==> src/rtl/timer_port_pkg.sv <==
package timer_port_pkg;
  typedef enum logic [1:0] {
    ACC_NONE = 2'd0,
    ACC_LO   = 2'd1,
    ACC_HI   = 2'd2,
    ACC_WORD = 2'd3
  } acc_e;

  localparam logic [1:0] CTRL_ADDR = 2'd3;
  localparam logic [1:0] RB_SEL    = 2'd3;
endpackage

==> src/rtl/tp_decode.sv <==
module tp_decode
  import timer_port_pkg::*;
#(
  parameter int NCH = 3,
  parameter int BW  = 8
) (
  input  logic          wr_en,
  input  logic [1:0]    addr,
  input  logic [BW-1:0] wdata,
  output logic [NCH-1:0] cw_stb,
  output logic [NCH-1:0] cnt_req,
  output logic [NCH-1:0] sts_req,
  output logic [NCH-1:0] dat_stb
);
  logic [1:0] sel;
  assign sel = wdata[7:6];

  always_comb begin
    cw_stb  = '0;
    cnt_req = '0;
    sts_req = '0;
    dat_stb = '0;
    if (wr_en && addr == CTRL_ADDR) begin
      for (int n = 0; n < NCH; n++) begin
        if (sel == RB_SEL) begin
          if (wdata[n+1]) begin
            cnt_req[n] = ~wdata[5];
            sts_req[n] = ~wdata[4];
          end
        end else if (sel == 2'(n)) begin
          if (wdata[5:4] == ACC_NONE) cnt_req[n] = 1'b1;
          else                        cw_stb[n]  = 1'b1;
        end
      end
    end else if (wr_en) begin
      for (int n = 0; n < NCH; n++)
        dat_stb[n] = (addr == 2'(n));
    end
  end
endmodule

==> src/rtl/tp_channel.sv <==
module tp_channel
  import timer_port_pkg::*;
#(
  parameter int BW = 8,
  localparam int CW = 2 * BW
) (
  input  logic          clk,
  input  logic          rst_n,
  input  logic          cw_stb,
  input  acc_e          cw_acc,
  input  logic [2:0]    cw_mode,
  input  logic          cw_bcd,
  input  logic          cnt_req,
  input  logic          sts_req,
  input  logic          dat_stb,
  input  logic [BW-1:0] dat_byte,
  input  logic          rd_stb,
  input  logic [CW-1:0] live_cnt,
  input  logic          out_lvl,
  output logic [BW-1:0] rd_byte,
  output logic          ld_stb,
  output logic [CW-1:0] ld_val,
  output logic [2:0]    mode_q,
  output logic          bcd_q
);
  acc_e          acc_q, acc_n;
  acc_e          clat_q, clat_n;
  logic [2:0]    mode_n;
  logic          bcd_n;
  logic          wr_hi_q, wr_hi_n, rd_hi_q, rd_hi_n;
  logic          slat_q, slat_n;
  logic [BW-1:0] hold_q, hold_n, sts_q, sts_n;
  logic [CW-1:0] lcnt_q, lcnt_n, ld_val_n;
  logic          ld_stb_n;

  always_comb begin
    acc_n    = acc_q;
    mode_n   = mode_q;
    bcd_n    = bcd_q;
    wr_hi_n  = wr_hi_q;
    rd_hi_n  = rd_hi_q;
    clat_n   = clat_q;
    lcnt_n   = lcnt_q;
    slat_n   = slat_q;
    sts_n    = sts_q;
    hold_n   = hold_q;
    ld_stb_n = 1'b0;
    ld_val_n = ld_val;
    if (cw_stb) begin
      acc_n   = cw_acc;
      mode_n  = cw_mode;
      bcd_n   = cw_bcd;
      wr_hi_n = 1'b0;
      rd_hi_n = 1'b0;
    end
    if (cnt_req && clat_q == ACC_NONE) begin
      clat_n = acc_q;
      lcnt_n = live_cnt;
    end
    if (sts_req && !slat_q) begin
      slat_n = 1'b1;
      sts_n  = {out_lvl, 1'b0, acc_q, mode_q, bcd_q};
    end
    if (dat_stb) begin
      unique case (acc_q)
        ACC_HI: begin
          ld_stb_n = 1'b1;
          ld_val_n = {dat_byte, {BW{1'b0}}};
        end
        ACC_WORD: begin
          if (!wr_hi_q) begin
            hold_n  = dat_byte;
            wr_hi_n = 1'b1;
          end else begin
            ld_stb_n = 1'b1;
            ld_val_n = {dat_byte, hold_q};
            wr_hi_n  = 1'b0;
          end
        end
        default: begin
          ld_stb_n = 1'b1;
          ld_val_n = {{BW{1'b0}}, dat_byte};
        end
      endcase
    end
    if (rd_stb) begin
      if (slat_q)                     slat_n  = 1'b0;
      else if (clat_q == ACC_WORD)    clat_n  = ACC_HI;
      else if (clat_q != ACC_NONE)    clat_n  = ACC_NONE;
      else if (acc_q == ACC_WORD)     rd_hi_n = ~rd_hi_q;
    end
  end

  always_comb begin
    if (slat_q)                  rd_byte = sts_q;
    else if (clat_q == ACC_HI)   rd_byte = lcnt_q[CW-1:BW];
    else if (clat_q != ACC_NONE) rd_byte = lcnt_q[BW-1:0];
    else if (acc_q == ACC_HI || (acc_q == ACC_WORD && rd_hi_q))
                                 rd_byte = live_cnt[CW-1:BW];
    else                         rd_byte = live_cnt[BW-1:0];
  end

  always_ff @(posedge clk or negedge rst_n) begin
    if (!rst_n) begin
      acc_q   <= ACC_LO;
      mode_q  <= '0;
      bcd_q   <= 1'b0;
      wr_hi_q <= 1'b0;
      rd_hi_q <= 1'b0;
      clat_q  <= ACC_NONE;
      lcnt_q  <= '0;
      slat_q  <= 1'b0;
      sts_q   <= '0;
      hold_q  <= '0;
      ld_stb  <= 1'b0;
      ld_val  <= '0;
    end else begin
      acc_q   <= acc_n;
      mode_q  <= mode_n;
      bcd_q   <= bcd_n;
      wr_hi_q <= wr_hi_n;
      rd_hi_q <= rd_hi_n;
      clat_q  <= clat_n;
      lcnt_q  <= lcnt_n;
      slat_q  <= slat_n;
      sts_q   <= sts_n;
      hold_q  <= hold_n;
      ld_stb  <= ld_stb_n;
      ld_val  <= ld_val_n;
    end
  end
endmodule

==> src/rtl/timer_port_ctl.sv <==
module timer_port_ctl
  import timer_port_pkg::*;
#(
  parameter int NCH = 3,
  parameter int BW  = 8,
  localparam int CW = 2 * BW
) (
  input  logic              clk,
  input  logic              rst_n,
  input  logic [1:0]        addr,
  input  logic              wr_en,
  input  logic              rd_en,
  input  logic [BW-1:0]     wdata,
  output logic [BW-1:0]     rdata,
  input  logic [NCH*CW-1:0] live_cnt,
  input  logic [NCH-1:0]    cnt_out,
  output logic [NCH-1:0]    load_stb,
  output logic [NCH*CW-1:0] load_val,
  output logic [NCH*3-1:0]  ch_mode,
  output logic [NCH-1:0]    ch_bcd
);
  logic [NCH-1:0] cw_stb, cnt_req, sts_req, dat_stb, rd_stb;
  logic [BW-1:0]  ch_byte [NCH];
  logic [BW-1:0]  byte_sel, rdata_n;

  tp_decode #(.NCH(NCH), .BW(BW)) u_dec (
    .wr_en   (wr_en),
    .addr    (addr),
    .wdata   (wdata),
    .cw_stb  (cw_stb),
    .cnt_req (cnt_req),
    .sts_req (sts_req),
    .dat_stb (dat_stb)
  );

  for (genvar n = 0; n < NCH; n++) begin : g_ch
    assign rd_stb[n] = rd_en && (addr == 2'(n));
    tp_channel #(.BW(BW)) u_ch (
      .clk      (clk),
      .rst_n    (rst_n),
      .cw_stb   (cw_stb[n]),
      .cw_acc   (acc_e'(wdata[5:4])),
      .cw_mode  (wdata[3:1]),
      .cw_bcd   (wdata[0]),
      .cnt_req  (cnt_req[n]),
      .sts_req  (sts_req[n]),
      .dat_stb  (dat_stb[n]),
      .dat_byte (wdata),
      .rd_stb   (rd_stb[n]),
      .live_cnt (live_cnt[n*CW +: CW]),
      .out_lvl  (cnt_out[n]),
      .rd_byte  (ch_byte[n]),
      .ld_stb   (load_stb[n]),
      .ld_val   (load_val[n*CW +: CW]),
      .mode_q   (ch_mode[n*3 +: 3]),
      .bcd_q    (ch_bcd[n])
    );
  end

  always_comb begin
    byte_sel = '0;
    for (int n = 0; n < NCH; n++)
      if (addr == 2'(n)) byte_sel = ch_byte[n];
  end

  assign rdata_n = rd_en ? byte_sel : rdata;

  always_ff @(posedge clk or negedge rst_n) begin
    if (!rst_n) rdata <= '0;
    else        rdata <= rdata_n;
  end
endmodule

==> config.mk <==
export PLATFORM = sky130hd
export DESIGN_NAME = timer_port_ctl
export DESIGN_NICKNAME = d
export VERILOG_FILES = /design/src/rtl/timer_port_pkg.sv /design/src/rtl/tp_decode.sv /design/src/rtl/tp_channel.sv /design/src/rtl/timer_port_ctl.sv
export SDC_FILE = /design/constraint.sdc
export NUM_CORES = 1
export LEC_CHECK = 0
export ABC_CLOCK_PERIOD_IN_PS = 5200
export CELL_PAD_IN_SITES_DETAIL_PLACEMENT = 1
export CELL_PAD_IN_SITES_GLOBAL_PLACEMENT = 2
export CORE_AREA = 3 3 146 148
export DETAILED_ROUTE_END_ITERATION = 6
export DIE_AREA = 0 0 149 151
export DONT_BUFFER_PORTS = 1
export PLACE_DENSITY = 0.95
export RECOVER_POWER = 25
export SLEW_MARGIN = 15
export SYNTH_ARGS = -nofsm -noshare
export SYNTH_HDL_FRONTEND = slang
export SYNTH_HIERARCHICAL = 1
export SYNTH_SLANG_ARGS = --single-unit
==> constraint.sdc <==
create_clock -name clk -period 5.2 [get_ports clk]
set_clock_uncertainty 0.2 [all_clocks]
set_input_delay 0.78 -clock clk [delete_from_list [all_inputs] [get_ports clk]]
set_output_delay 0.78 -clock clk [all_outputs]
set_load 0.01 [all_outputs]
==> results by group <==
Final layout
  – Syn-to-layout area delta: 7.654%
  – Nets: 852
  – Fraction of layout cells with a size suffix above 1: 18.00%
  – Ant diodes: 0
  – Final core occ: 46.77%
  – Fill cells: 2204

Floorplanning
  – Core area: 20170 um2
  – Initial core utilization: 43.44%
  – DIE AREA: 22500 um2
  – Row count: 52
  – Die Wd: 149 um
  – Die Ht: 151 um
  – Top Ports: 136

Detailed routing
  – Routed WL per cell: 21.24 um
  – Via count: 6052
  – Drt pass-1 iters: 4
  – DRC violations left: 0
  – Drt initial violations: 301
  – DR vias/cell: 5.656
  – WL final: 22730 um
  – Final antenna-violating net count: 0

Power
  – Reg power frac: 50.8%
  – Logic pwr share: 16.9%
  – VDD IR max: 0.1999 mV
  – Psw: 1.242 mW
  – Clock Power Share: 32.4%
  – PwrDens: 440.2 nW/um2
  – Sw frac: 29.92%
  – Leakage: 4.327 nW
  – Internal power: 2.910 mW

STA
  – Hold_ws: -0.1559 ns
  – Max Clk Rate: 366.9 MHz
  – Minimum clock period: 2.725 ns
  – Final hold violation count: 182
  – Final Max Slew Viols: 0
  – # setup viols final: 0
  – Slew @ Worst Pin: 1.066 ns
  – Final setup TNS: 0 ns
  – Rel. slew slack: 28.41%
  – Final period util: 52.41%
  – RSZ-0062 raised after global routing: false

Clock tree
  – # clock sinks: 185
  – Maximum root-to-sink buffer count: 2
  – TritonCTS Buffers: 17
  – Clock slew at reported path FFs: 0.07 ns
  – Number of H-tree levels: 4
  – Post-CTS setup buffers: 0
  – Post-CTS sizing: 0
  – TritonCTS clock tree: done
  – CTS root buffer: clkbuf_16
  – Clk_lat worst skew: 0.43 ns

Global route
  – First-pass GRT wire length: 35710 um
  – GRT overflow: 0
  – Total track usage: 20.55%
  – Vias in the first global route: 6204
  – Initial antenna violation count: 0
  – Largest net degree at the start of global routing: 186

Status
  – Outcome: finished, violations left
  – Failing checks: hold timing

Setup path
  – Setup crit end kind: flip-flop
  – Worst r2r src: g_ch[2].u_ch/clat_q[0]
  – Slowest-stage cell, CP: and2_1
  – CP max FO: 22
  – Reg2Reg Capture Point: g_ch[2].u_ch/lcnt_q[10]
  – Reg-to-reg slack, setup: 2.47 ns
  – Critical path arrival: 2.85 ns
  – Worst Path Buf+Inv: 0
  – CP startpoint kind: flip-flop
  – Worst reg2reg path depth: 3
  – Cell family with most CP delay: simple AND/OR/NAND/NOR gates
  – Delay of the slowest critical-path stage: 0.83 ns
  – Req. time, crit path: 5.32 ns
  – CP Cell Sequence: nor2_2 -> and2_1 -> mux2_2
  – CP Class: reg -> reg

Logic synthesis
  – Post-synth EDFFs: 0
  – Asr flop ratio synth: 100.0%
  – Yosys top cell by area: dfrtp_1
  – Area share of the largest cell type after synthesis: 51.98%
  – Synth unique cells: 49
  – Synthesis-stage register bit count: 185
  – Top_reg_cell synth: dfrtp_1
  – Cell Area, Synth: 8762 um2
  – Syn_area_per_cell: 10.62 um2
  – Register area share after synthesis: 52.88%
  – Synth warn: 6
  – Largest cells by area after synthesis: dfrtp_1 52%, mux2_2 8.0%, nand2_1 4.8%
  – Syn_nets: 890
  – Mapped Cells: 825

Worst hold path
  – Worst min-delay path class: in -> async

Placement
  – RePlAce Congestion: 0.8191
  – # port buffers: 0
  – HPWL after DPL: 14950 um

Run
  – Maxcap violations: 0
## Yosys cell counts, drive strengths merged, types with 8 or more instances
master and instances:
dfrtp 182, nor2b 30, nand3 34, inv 45, nand2 116, mux2 86
a221oi 11, buf 21, clkbuf 37, a32oi 11, nand3b 10, mux2i 11
o221ai 8, o21ai 84, nand4b 8, a211o 10, a21oi 58, a31oi 10
## cell families after synthesis
kind of cell | synth area share [%]
compound gates | 15.07
mux | 13.34
buf+inv | 5.512
simple gates | 13.21
flops | 52.88
## final cells by class
type                       count  area [um2]  share of cell area [%]
clock buffer                  21       460.4                   4.881
clock inverter                11       145.1                   1.539
inverter                      45       168.9                   1.791
multi-input combinational    537        3680                   39.01
sequential                   185        4633                   49.12
tap                          270       337.8                   3.581
timing repair buffer           1       7.507                 0.07959
## power by group through the flow
stage | Combinational, mW | Sequential [mW] | Clock, mW
finish | 0.700 | 2.11 | 1.34
global route | 0.788 | 2.16 | 1.45
CTS | 0.703 | 2.11 | 1.38
detailed placement | 0.697 | 2.14 | 0
global placement | 0.667 | 2.12 | 0
floorplan | 0.618 | 2.00 | 0
## how the worst max path moves through the flow
stage,start,endpoint,slack [ns],cells past startpoint
after global placement,wdata[7],g_ch[1].u_ch/lcnt_q[6],2.33,4
after detailed placement,wdata[6],g_ch[2].u_ch/lcnt_q[10],2.23,4
after global routing,g_ch[2].u_ch/clat_q[0],g_ch[2].u_ch/lcnt_q[10],2.27,3
after CTS,g_ch[2].u_ch/clat_q[0],g_ch[2].u_ch/lcnt_q[10],2.48,3
after floorplan,wdata[7],g_ch[1].u_ch/lcnt_q[0],2.74,6
final,g_ch[2].u_ch/clat_q[0],g_ch[2].u_ch/lcnt_q[10],2.47,3
## placed cells by master, fill, tap and decap left out, types with 6 or more instances in the layout
master and count:
inv_1 44, mux2i_1 11, a211o_1 10, clkbuf_16 17, nand4b_1 8, nor3_1 6
a32oi_1 11, a31oi_1 10, o21ai_0 79, nand3b_1 10, o221ai_2 8, nor2b_1 30
nand2_1 113, dfrtp_1 182, a21oi_1 58, mux2_4 24, a221oi_1 11, mux2_2 62
nand3_1 34
## sequential cells by signal, summed over array words and instances (netlist names)
| signal | count |
|---|---|
| rdata | 8 |
| g_ch.u_ch/ld_stb | 3 |
| g_ch.u_ch/acc_q | 6 |
| g_ch.u_ch/bcd_q | 3 |
| g_ch.u_ch/rd_hi_q | 3 |
| g_ch.u_ch/wr_hi_q | 3 |
| g_ch.u_ch/lcnt_q | 48 |
| g_ch.u_ch/hold_q | 24 |
| g_ch.u_ch/sts_q | 21 |
| g_ch.u_ch/slat_q | 3 |
| g_ch.u_ch/ld_val | 48 |
| g_ch.u_ch/mode_q | 9 |
| g_ch.u_ch/clat_q | 6 |
## per-layer routing
metal	routed length [um]	vias up	global-route usage [%]
met5	0	-	0
met2	10780	136	32.56
li1	-	2800	-
met3	1664	20	7.361
met1	9983	3096	26.97
met4	303	0	5.400
## worst reg2reg max path, cell delays in order (launching register included)
cell	delay (ns)
dfrtp_1	0.56
nor2_2	0.60
and2_1	0.83
mux2_2	0.42
## through the flow
step / hold slack, ns / std cells / setup slack [ns] / cell area [um2] / power (mW)
3_5_place_dp: 0.2883 / 1038 / 2.232 / 8805 / 2.835
2_1_floorplan: 0.2523 / 825 / 2.742 / 8762 / 2.618
4_1_cts: -0.1784 / 1070 / 2.479 / 9410 / 4.195
6_report: -0.1559 / 1070 / 2.475 / 9433 / 4.153
3_3_place_gp: 0.2783 / 1038 / 2.326 / 8805 / 2.788
5_1_grt: -0.1853 / 1070 / 2.274 / 9433 / 4.395
Power figures use the tool's default switching activity.
